### src/rtl/modem_hs_ctl.sv
module modem_hs_ctl #(
  parameter int AW = 5,
  parameter int SYNC_STAGES = 2,
  parameter logic [AW-1:0] STAT_ADDR = 5'h10,
  parameter logic [AW-1:0] CTRL_ADDR = 5'h11,
  parameter logic [AW-1:0] IEN_ADDR  = 5'h15
) (
  input  logic          clk,
  input  logic          rst_n,
  input  logic          wr_en,
  input  logic [AW-1:0] addr,
  input  logic [7:0]    wdata,
  output logic [7:0]    rdata,
  input  logic          cts_in,
  input  logic          dsr_in,
  input  logic          dcd_in,
  input  logic          tx_en,
  input  logic          rx_rst,
  input  logic          tx_done_empty,
  output logic          rts_n,
  output logic          dtr_n,
  output logic          irq_cts,
  output logic          irq_dsr,
  output logic          irq_dcd
);
  localparam int CW = SYNC_STAGES * 3;

  logic [CW-1:0] chain;
  logic [2:0]    syn, lvl, flag, hit, clr, ien_q;
  logic [7:0]    ctrl_q;
  logic          rts_act;

  wire stat_wr = wr_en && addr == STAT_ADDR;
  wire ctrl_wr = wr_en && addr == CTRL_ADDR;
  wire ien_wr  = wr_en && addr == IEN_ADDR;

  assign syn = chain[CW-1 -: 3];
  assign hit[2] = lvl[2] & ~syn[2] & ctrl_q[7] & tx_en;
  assign hit[1] = ~lvl[1] & syn[1] & ~rx_rst;
  assign hit[0] = lvl[0] & ~syn[0] & ~rx_rst;
  assign clr = stat_wr ? wdata[7:5] : 3'b000;

  always_ff @(posedge clk) begin
    if (!rst_n) begin
      chain <= '0;
      lvl   <= '0;
      flag  <= '0;
    end else begin
      chain <= {chain[CW-4:0], cts_in, dsr_in, dcd_in};
      lvl   <= syn;
      flag  <= (flag & ~clr) | hit;
    end
  end

  always_ff @(posedge clk) begin
    if (!rst_n) begin
      ctrl_q  <= '0;
      ien_q   <= '0;
      rts_act <= 1'b0;
    end else begin
      if (ctrl_wr) ctrl_q <= wdata;
      if (tx_done_empty) ctrl_q[7] <= 1'b0;
      if (ien_wr) ien_q <= wdata[7:5];
      if (tx_done_empty) rts_act <= 1'b0;
      else if (ctrl_wr && wdata[7] && !ctrl_q[7]) rts_act <= 1'b1;
    end
  end

  always_comb begin
    case (addr)
      STAT_ADDR: rdata = {flag, lvl, 2'b00};
      CTRL_ADDR: rdata = ctrl_q;
      IEN_ADDR:  rdata = {ien_q, 5'b00000};
      default:   rdata = 8'h00;
    endcase
  end

  assign rts_n   = ~rts_act;
  assign dtr_n   = ~ctrl_q[6];
  assign irq_cts = flag[2] & ien_q[2];
  assign irq_dsr = flag[1] & ien_q[1];
  assign irq_dcd = flag[0] & ien_q[0];

  assert_cts_flag_R2: assert property (@(posedge clk) disable iff (!rst_n)
    $rose(flag[2]) |-> ($past(lvl[2]) && !lvl[2] && $past(ctrl_q[7]) && $past(tx_en)));
  assert_dsr_flag_R3: assert property (@(posedge clk) disable iff (!rst_n)
    $rose(flag[1]) |-> (!$past(lvl[1]) && lvl[1] && !$past(rx_rst)));
  assert_dcd_flag_R4: assert property (@(posedge clk) disable iff (!rst_n)
    $rose(flag[0]) |-> ($past(lvl[0]) && !lvl[0] && !$past(rx_rst)));
  assert_irq_hold_R5: assert property (@(posedge clk) disable iff (!rst_n)
    (irq_dcd && !stat_wr && !ien_wr) |=> irq_dcd);
  assert_flag_sticky_R6: assert property (@(posedge clk) disable iff (!rst_n)
    (flag[2] && !stat_wr) |=> flag[2]);
  assert_rts_hold_R7: assert property (@(posedge clk) disable iff (!rst_n)
    (!rts_n && !tx_done_empty) |=> !rts_n);
  assert_rts_release_R7: assert property (@(posedge clk) disable iff (!rst_n)
    tx_done_empty |=> (rts_n && !ctrl_q[7]));
  assert_dtr_follow_R8: assert property (@(posedge clk) disable iff (!rst_n)
    ctrl_wr |=> (dtr_n == !$past(wdata[6])));
endmodule

### config.mk
export PLATFORM = sky130hd
export DESIGN_NAME = modem_hs_ctl
export DESIGN_NICKNAME = d
export VERILOG_FILES = /design/src/rtl/modem_hs_ctl.sv
export SDC_FILE = /design/constraint.sdc
export NUM_CORES = 1
export LEC_CHECK = 0
export ABC_AREA = 1
export ABC_CLOCK_PERIOD_IN_PS = 1100
export BUFFER_PORTS_ARGS = -buffer_cell sky130_fd_sc_hd__clkbuf_2
export CAP_MARGIN = 20
export CELL_PAD_IN_SITES_DETAIL_PLACEMENT = 2
export CELL_PAD_IN_SITES_GLOBAL_PLACEMENT = 2
export CORE_ASPECT_RATIO = 0.75
export CORE_UTILIZATION = 23
export CTS_CLUSTER_DIAMETER = 40
export CTS_CLUSTER_SIZE = 14
export DETAILED_ROUTE_END_ITERATION = 7
export GPL_TIMING_DRIVEN = 0
export PLACE_DENSITY_LB_ADDON = 0.1
export REMOVE_ABC_BUFFERS = 1
export SLEW_MARGIN = 10
export SYNTH_ARGS = -nofsm -noshare
export SYNTH_HDL_FRONTEND = slang
export SYNTH_SLANG_ARGS = --single-unit
### constraint.sdc
create_clock -name clk -period 1.1 [get_ports clk]
set_clock_uncertainty 0.2 [all_clocks]
set_input_delay 0 -clock clk [delete_from_list [all_inputs] [get_ports clk]]
set_output_delay 0 -clock clk [all_outputs]
set_load 0.1 [all_outputs]
==> results, run 1 <==
- The height of the die is around 60 um.
- The data arrival time of the critical path is 1.14 ns.
- The mean routed wirelength per cell is around 15 um.
- The min-delay analysis places its worst path in the category primary input to flip-flop.
- The cell chosen for the clock root is clkbuf_8.
- The wire length of the first global-routing pass is a little over 6000 um.
- The final reports fail on negative hold slack, negative setup slack.
- Buffers inserted during clock tree synthesis total 3.
- The first TritonRoute pass finished after 4 iterations.
- The number of antenna violations at the first check in global routing is 0.
- The largest vdd supply drop is 0.000728 V.
- At the end of the flow, the number of nets in the layout was 228.
- The total power consumption of the routed design is 1.75 mW.
- The critical setup path kind is flip-flop to primary output.
- Across all layers, the routed design uses ~1200 vias.
- The average instance in the mapped netlist occupies 7.51 um^2.
- During synthesis, Yosys emitted a total of 0 warnings.
- The total of flip-flops plus latches after synthesis is 24.
- The clock latency on the worst-skew pair is 0.27 ns.
- STA puts the critical path data required time at around 0.9 ns.
- The number of violations reported at the end of detailed-routing iteration 0 is 36.
- The startpoint class of the critical path is a flip-flop.
- TritonCTS built the clock tree.
- In the final timing run, aggregate negative setup slack is -1.34 ns.
- The congestion estimate from routability-driven global placement came to roughly 0.73.
- The number of violations of the max-capacitance limit is 0.
- The maximum count of clock buffers along a single path is 2.
- The slowest cell on the critical path is dfxtp_2.
- Of all nets on the critical path, the largest fanout is 2.
- Using the TritonRoute via totals, the vias-per-cell ratio works out to 4.56.
- The setup-violating endpoint count in the final report is 13.
- The headroom to the max-slew limit is 73.3%.
- The placed instances occupy a cell area of between 1000 and 1500 um^2.
- In this run the remaining antenna-violating nets after routing total 0.
- The proportion of layout cells with a drive suffix above 1 is 52.2%.
- In the layout the commonest cells are nand2_1 (21), clkbuf_2 (21), nor2_1 (18).
- The die extent in x is 79.5 um.
- Across all hold checks on the routed design, the worst slack comes to -0.00961 ns.
- For this run, the top clock speed supported by timing is 0.746 GHz.
- The final worst-path setup slack is -0.240 ns.
- The number of top-level design ports is 35.
- Entering global routing, the biggest net connects 21 pins.
- Synthesis produced 138 cells.
- The post-synthesis cell area is 1040 um^2.
- Clock-pin slew was measured on the worst setup and hold paths at about 0.090 ns.
- The repair_antennas step left the layout with diodes totalling 0.
- Yosys mapped the design onto 22 distinct sky130hd cell types.
- Summing the sequential cell areas from Yosys gives 46.4% of the chip area.
- Wires add up to about 4000 um.
- Dividing total power by cell area gives a power density of a little under 900 nW/um^2.
- Cells fill 46.8% of the core in the end.
- After layout, the minimum clock period comes to 1.34 ns.
- The count of final hold-check violations is 5.
- The final cell count without fillers is 260.
- The die outline area is 4780 um^2.
- The number of placement rows is 20.
- The flow ran to the end, but the final reports show violations.
- During placement, the flow inserted port buffers numbering 34.
- Traced cell by cell, the critical path runs through inv_2 -> o211ai_1 -> clkbuf_8.
- The kind of capture point of the worst setup path is a primary output.
- The via count of the first global-routing pass is 1180.
- The worst slack at placement is -0.532 ns.
- Summed over all layers, the global routing overflow is 0.
- From synthesis to final layout, the design area changed by 88.8%.
- Dividing the final minimum period by the clock period gives 122%.
- For this run, the slowest stage of the critical path takes 0.34 ns.
- Global routing used between 10% and 20% of the available tracks across all layers.
- The floorplan core area is roughly 4200 um^2.
- After legalization and detailed placement, the total HPWL measured approximately 2400 um.
- The actual transition at the worst max-transition pin is between 0.4 and 0.5 ns.
- The leakage power summed over all cells is 0.912 nW.
- The number of placed instances, taps included, is between 200 and 250.
- The final max-slew violation count came to 0.
- Setup repair after global routing could not meet its margin everywhere.
- The number of H-tree levels is 1.
- The count of clock tree sinks is 24.
- The DRC violations left is 0.
- The initial utilization of the core area, before any placement, comes to between 20% and 30%.
- With fillers left out, the area of the finished cells amounts to 1960 um^2.
-- flip-flops by register name (all words and copies together), names as in the netlist --
register / count
flag: 3
rts_act: 1
lvl: 3
ctrl_q: 8
chain: 6
ien_q: 3
-- worst max-delay path, delay by kind of cell (launching register included) --
family          cells  cell delay, ns
compound gates      1            0.20
buf+inv             2            0.33
flops               1            0.34
-- what timing repair did --
action | CTS | global route
hold buffers | 15 | 3
pin swaps | 11 | 11
endpoints found under the hold margin | 18 | 3
setup endpoints to repair | 14 | 28
setup buffers | 7 | 8
gates resized for setup | 73 | 19
gates cloned | 0 | 0
-- Yosys cell counts --
master,n,area share (%)
nand2_1,28,10
dfxtp_1,24,46
inv_1,23,8.3
nor2_1,21,7.6
o21ai_0,10,4.8
a21oi_1,5,2.4
nand3_1,4,1.9
a22o_2,3,2.9
nand4_1,3,1.8
nor4_1,3,1.8
nor2_2,2,1.2
o211ai_1,2,1.4
buf_2,1,0.48
clkbuf_1,1,0.36
clkinv_4,1,0.85
inv_2,1,0.36
nand2_4,1,1.1
nand3_4,1,1.7
nor2_8,1,1.9
nor3_2,1,0.97
or2_2,1,0.60
or3b_2,1,0.85
-- cell families (layout without fill, tap and decap cells) --
family,count (synthesis),in the layout,share of synthesized area (%)
buf+inv,27,94,10.4
flops,24,24,46.4
simple gates,67,67,31.6
compound gates,20,20,11.6
-- power breakdown --
part | switching [mW] | internal (mW) | leakage [nW]
registers | 0.0136 | 0.888 | 0.204
clock network | 0.301 | 0.320 | 0.0288
logic | 0.119 | 0.104 | 0.679
-- routing by layer --
layer	GRT usage [%]	wire, um
met5	0	0
met3	4.43	120
met2	32.4	2130
met1	20.8	1760
met4	3.90	18
-- final cells by class --
class                           instances  area (um^2)
Fill cell                             435         2220
Clock buffer                            4         55.1
Sequential cell                        24          504
Tap cell                               55         68.8
Inverter                               25         98.8
Multi-Input combinational cell         87          546
Timing Repair Buffer                   65          683
-- final timing paths --
| check | startpoint | to | slack [ns] | cells after the start |
|---|---|---|---|---|
| setup reg to reg | lvl[0] | flag[0] | -0.03 | 2 |
| hold reg to reg | chain[0] | chain[3] | 0.22 | 2 |
| setup / recovery | ctrl_q[7] | rdata[7] | -0.24 | 3 |
| hold / removal | wr_en | flag[0] | -0.01 | 4 |
No activity file was read; power rests on OpenSTA's default activity.
==> inputs of run 2 (changes only) <==
- CORE_MARGIN: default -> 10
==> run 2 against run 1 <==
- the flow still finishes with violations (negative hold slack, negative setup slack)
- largest power group unchanged
- worst setup slack improved by 0.026 ns
- critical path depth is the same
- non-clock buffer count down 7
- critical path type unchanged
- design area down 1.9%
- first-iteration DRC count fell by 11%
- power fell by 0.19%
- register-to-register slack improved by 0.03 ns
- combinational power about the same
- worst hold slack lost 0.060 ns
- utilization down 3.3 points
- die area rose by 59%
==> results, run 2 (synthesis results as in run 1) <==
- The final RePlAce weighted congestion came to 0.723 (-0.99%).
- The number of vias in the routed layout is 1144 (-3.5%).
- The highest fanout seen on the critical path was 2 (unchanged).
- In the layout the commonest cells are nand2_1 (20), nor2_1 (18), clkbuf_2 (18).
- The critical path is of the flip-flop to primary output type.
- The total congestion overflow after global routing is 0 (unchanged).
- The number of detailed-routing iterations run before antenna repair is 4 (unchanged).
- STA classifies the critical path startpoint as a flip-flop.
- The proportion of layout cells with a drive suffix above 1 is 51.3% (-0.94 points).
- The number of buffers created by CTS is 3 (unchanged).
- The largest vdd supply drop was 0.000398 V (-45%).
- The clock transition time at the flip-flop clock pins of the worst setup and hold paths was 0.09 ns (about the same).
- The final max-slew violation count is 0 (unchanged).
- The number of placement rows is 21 (+5.0%).
- The number of H-tree levels is 1 (unchanged).
- The minimum setup slack among reg-to-reg paths is 0 ns (+0.03 ns).
- The overall track demand over capacity in global routing came to 9.68% (-8.0 points).
- The maximum number of pins on one net before global-route repair is 21 (unchanged).
- The final critical-path required period is 1.31 ns (-0.0263 ns).
- The number of buffers added on ports is 34 (unchanged).
- The remaining antenna violation count is 0 (unchanged).
- The largest registers in the layout are ctrl_q x8, chain x6.
- The final worst-path setup slack was -0.214 ns (+0.0263 ns).
- The library cell used most frequently in the layout, excluding fill and tap cells, is nand2_1.
- TritonCTS built the clock tree.
- The filler cell count in the final layout is 488 (+12%).
- The headroom to the max-slew limit came to 74.5% (+1.2 points).
- The count of clock tree sinks was 24 (unchanged).
- The number of flip-flops under the largest register name was 8 (unchanged).
- The number of violations reported at the end of detailed-routing iteration 0 is 32 (-11%).
- The number of top-level design ports came to 35 (unchanged).
- The area of the multi-input gates came to 567 um^2 (+3.9%).
- The floorplan core area is 4410 um^2 (+5.6%).
- The path category of the worst min-delay check is primary input to flip-flop.
- The number of antenna violations at the first check in global routing was 0 (unchanged).
- In this run the worst setup path begins at ctrl_q[7].
- The maximum count of clock buffers along a single path is 2 (unchanged).
- The required arrival time at the worst endpoint is 0.90 ns (about the same).
- The die extent in x came to 97.5 um (+23%).
- The wire length of the first global-routing pass is 6220 um (+1.6%).
- The clock latency on the worst-skew pair was 0.27 ns (about the same).
- The area taken by flip-flops and latches is 502 um^2 (-0.50%).
- The die outline area is 7620 um^2 (+59%).
- The ratio of final minimum period to clock period is 119% (-2.4 points).
- The setup-violating endpoint count in the final report is 12 (-1).
- The worst slack at placement is -0.551 ns (-0.0192 ns).
- The run finished, with violations left.
- The post-detailed-routing wire length came to 3900 um (-3.2%).
- The checks that failed: negative hold slack, negative setup slack.
- The total non-filler cell area in the finished layout is 1920 um^2 (-1.9%).
- The average via count per standard cell is 4.47 (-2.0%).
- The leakage power summed over all cells is 0.875 nW (-4.0%).
- The tightest hold margin came to -0.0697 ns (-0.0601 ns).
- The initial cell density of the core came to 23.5% (-1.3 points).
- The cell chosen for the clock root is clkbuf_8.
- The via count of the first global-routing pass is 1288 (+9.2%).
- The mean routed wirelength per cell is 15.2 um (-1.7%).
- The antenna diode instance count is 0 (unchanged).
- The worst register-to-register path begins at lvl[0].
- The instance area after placement is 1270 um^2 (+0.20%).
- The power density over cell area is 908 nW/um^2 (+1.8%).
- In this run the most critical hold path is launched from rst_n.
- The area growth from synthesis to layout is 85.1%.
- The height of the die came to 78.1 um (+30%).
- The DRC violations left was 0 (unchanged).
- Setup repair after global routing could not meet its margin everywhere.
- The HPWL after detailed placement is 2590 um (+7.5%).
- STA classifies the critical path endpoint as a primary output.
- Counting flops per register, the top entry is ctrl_q.
- The count of final hold-check violations came to 20 (+15).
- The data arrival time of the critical path came to 1.11 ns (-0.03 ns).
- The actual transition at the worst max-transition pin is 0.382 ns (-0.0185 ns).
- The fmax is 0.761 GHz (+2.0%).
- The number of nets in the layout is 222 (-2.6%).
- The number of violations of the max-capacitance limit is 0 (unchanged).
-- run 2: cell type report --
cell class	count	area share, %
Timing Repair Buffer	58	32.6
Sequential cell	24	26.2
Clock buffer	4	2.87
Tap cell	57	3.72
Inverter	25	5.15
Multi-Input combinational cell	88	29.5
-- run 2: stage by stage --
stage	cells	TNS [ns]	util [%]	power (mW)
floorplan	136	-4.63	-	0.981
global placement	227	-4.74	28.7	1.05
detailed placement	227	-5.35	28.7	1.06
CTS	251	-1.48	40.4	1.74
global route	256	-1.85	43.5	1.82
finish	256	-1.29	43.5	1.74
-- run 2: path summary, 6_finish.rpt --
| kind | to | cells after the start |
|---|---|---|
| min | chain[2] | 3 |
| min reg2reg | chain[4] | 2 |
| max reg2reg | flag[0] | 2 |
| max | rdata[7] | 3 |
-- run 2: where the power goes --
part | leakage [nW] | internal, mW | switching [mW]
Sequential | 0.203 | 0.887 | 0.0123
Combinational | 0.644 | 0.105 | 0.120
Clock | 0.0288 | 0.320 | 0.298
Total | 0.875 | 1.31 | 0.430
-- run 2: worst max-delay path, cell delays in order (launching register included) --
cell and delay, ns:
dfxtp_2 0.34, inv_2 0.04, o211ai_1 0.18, clkbuf_8 0.28
-- run 2: metal layers --
metal  vias to the layer above  global-route usage (%)  part of all wire, %
met5                         -                       0                    0
met4                         0                    2.61                 0.59
met3                         2                    2.71                  4.1
met2                        19                    17.9                   52
met1                       565                    10.6                   44
li1                        558                       -                    -
-- run 2: timing repair --
item	4_1_cts	5_1_grt
cloned	1	0
pin swaps	8	11
buffers inserted	4	5
resized for setup	69	30
hold buffers	15	1
endpoints found under the setup margin	14	20
endpoints found under the hold margin	18	16
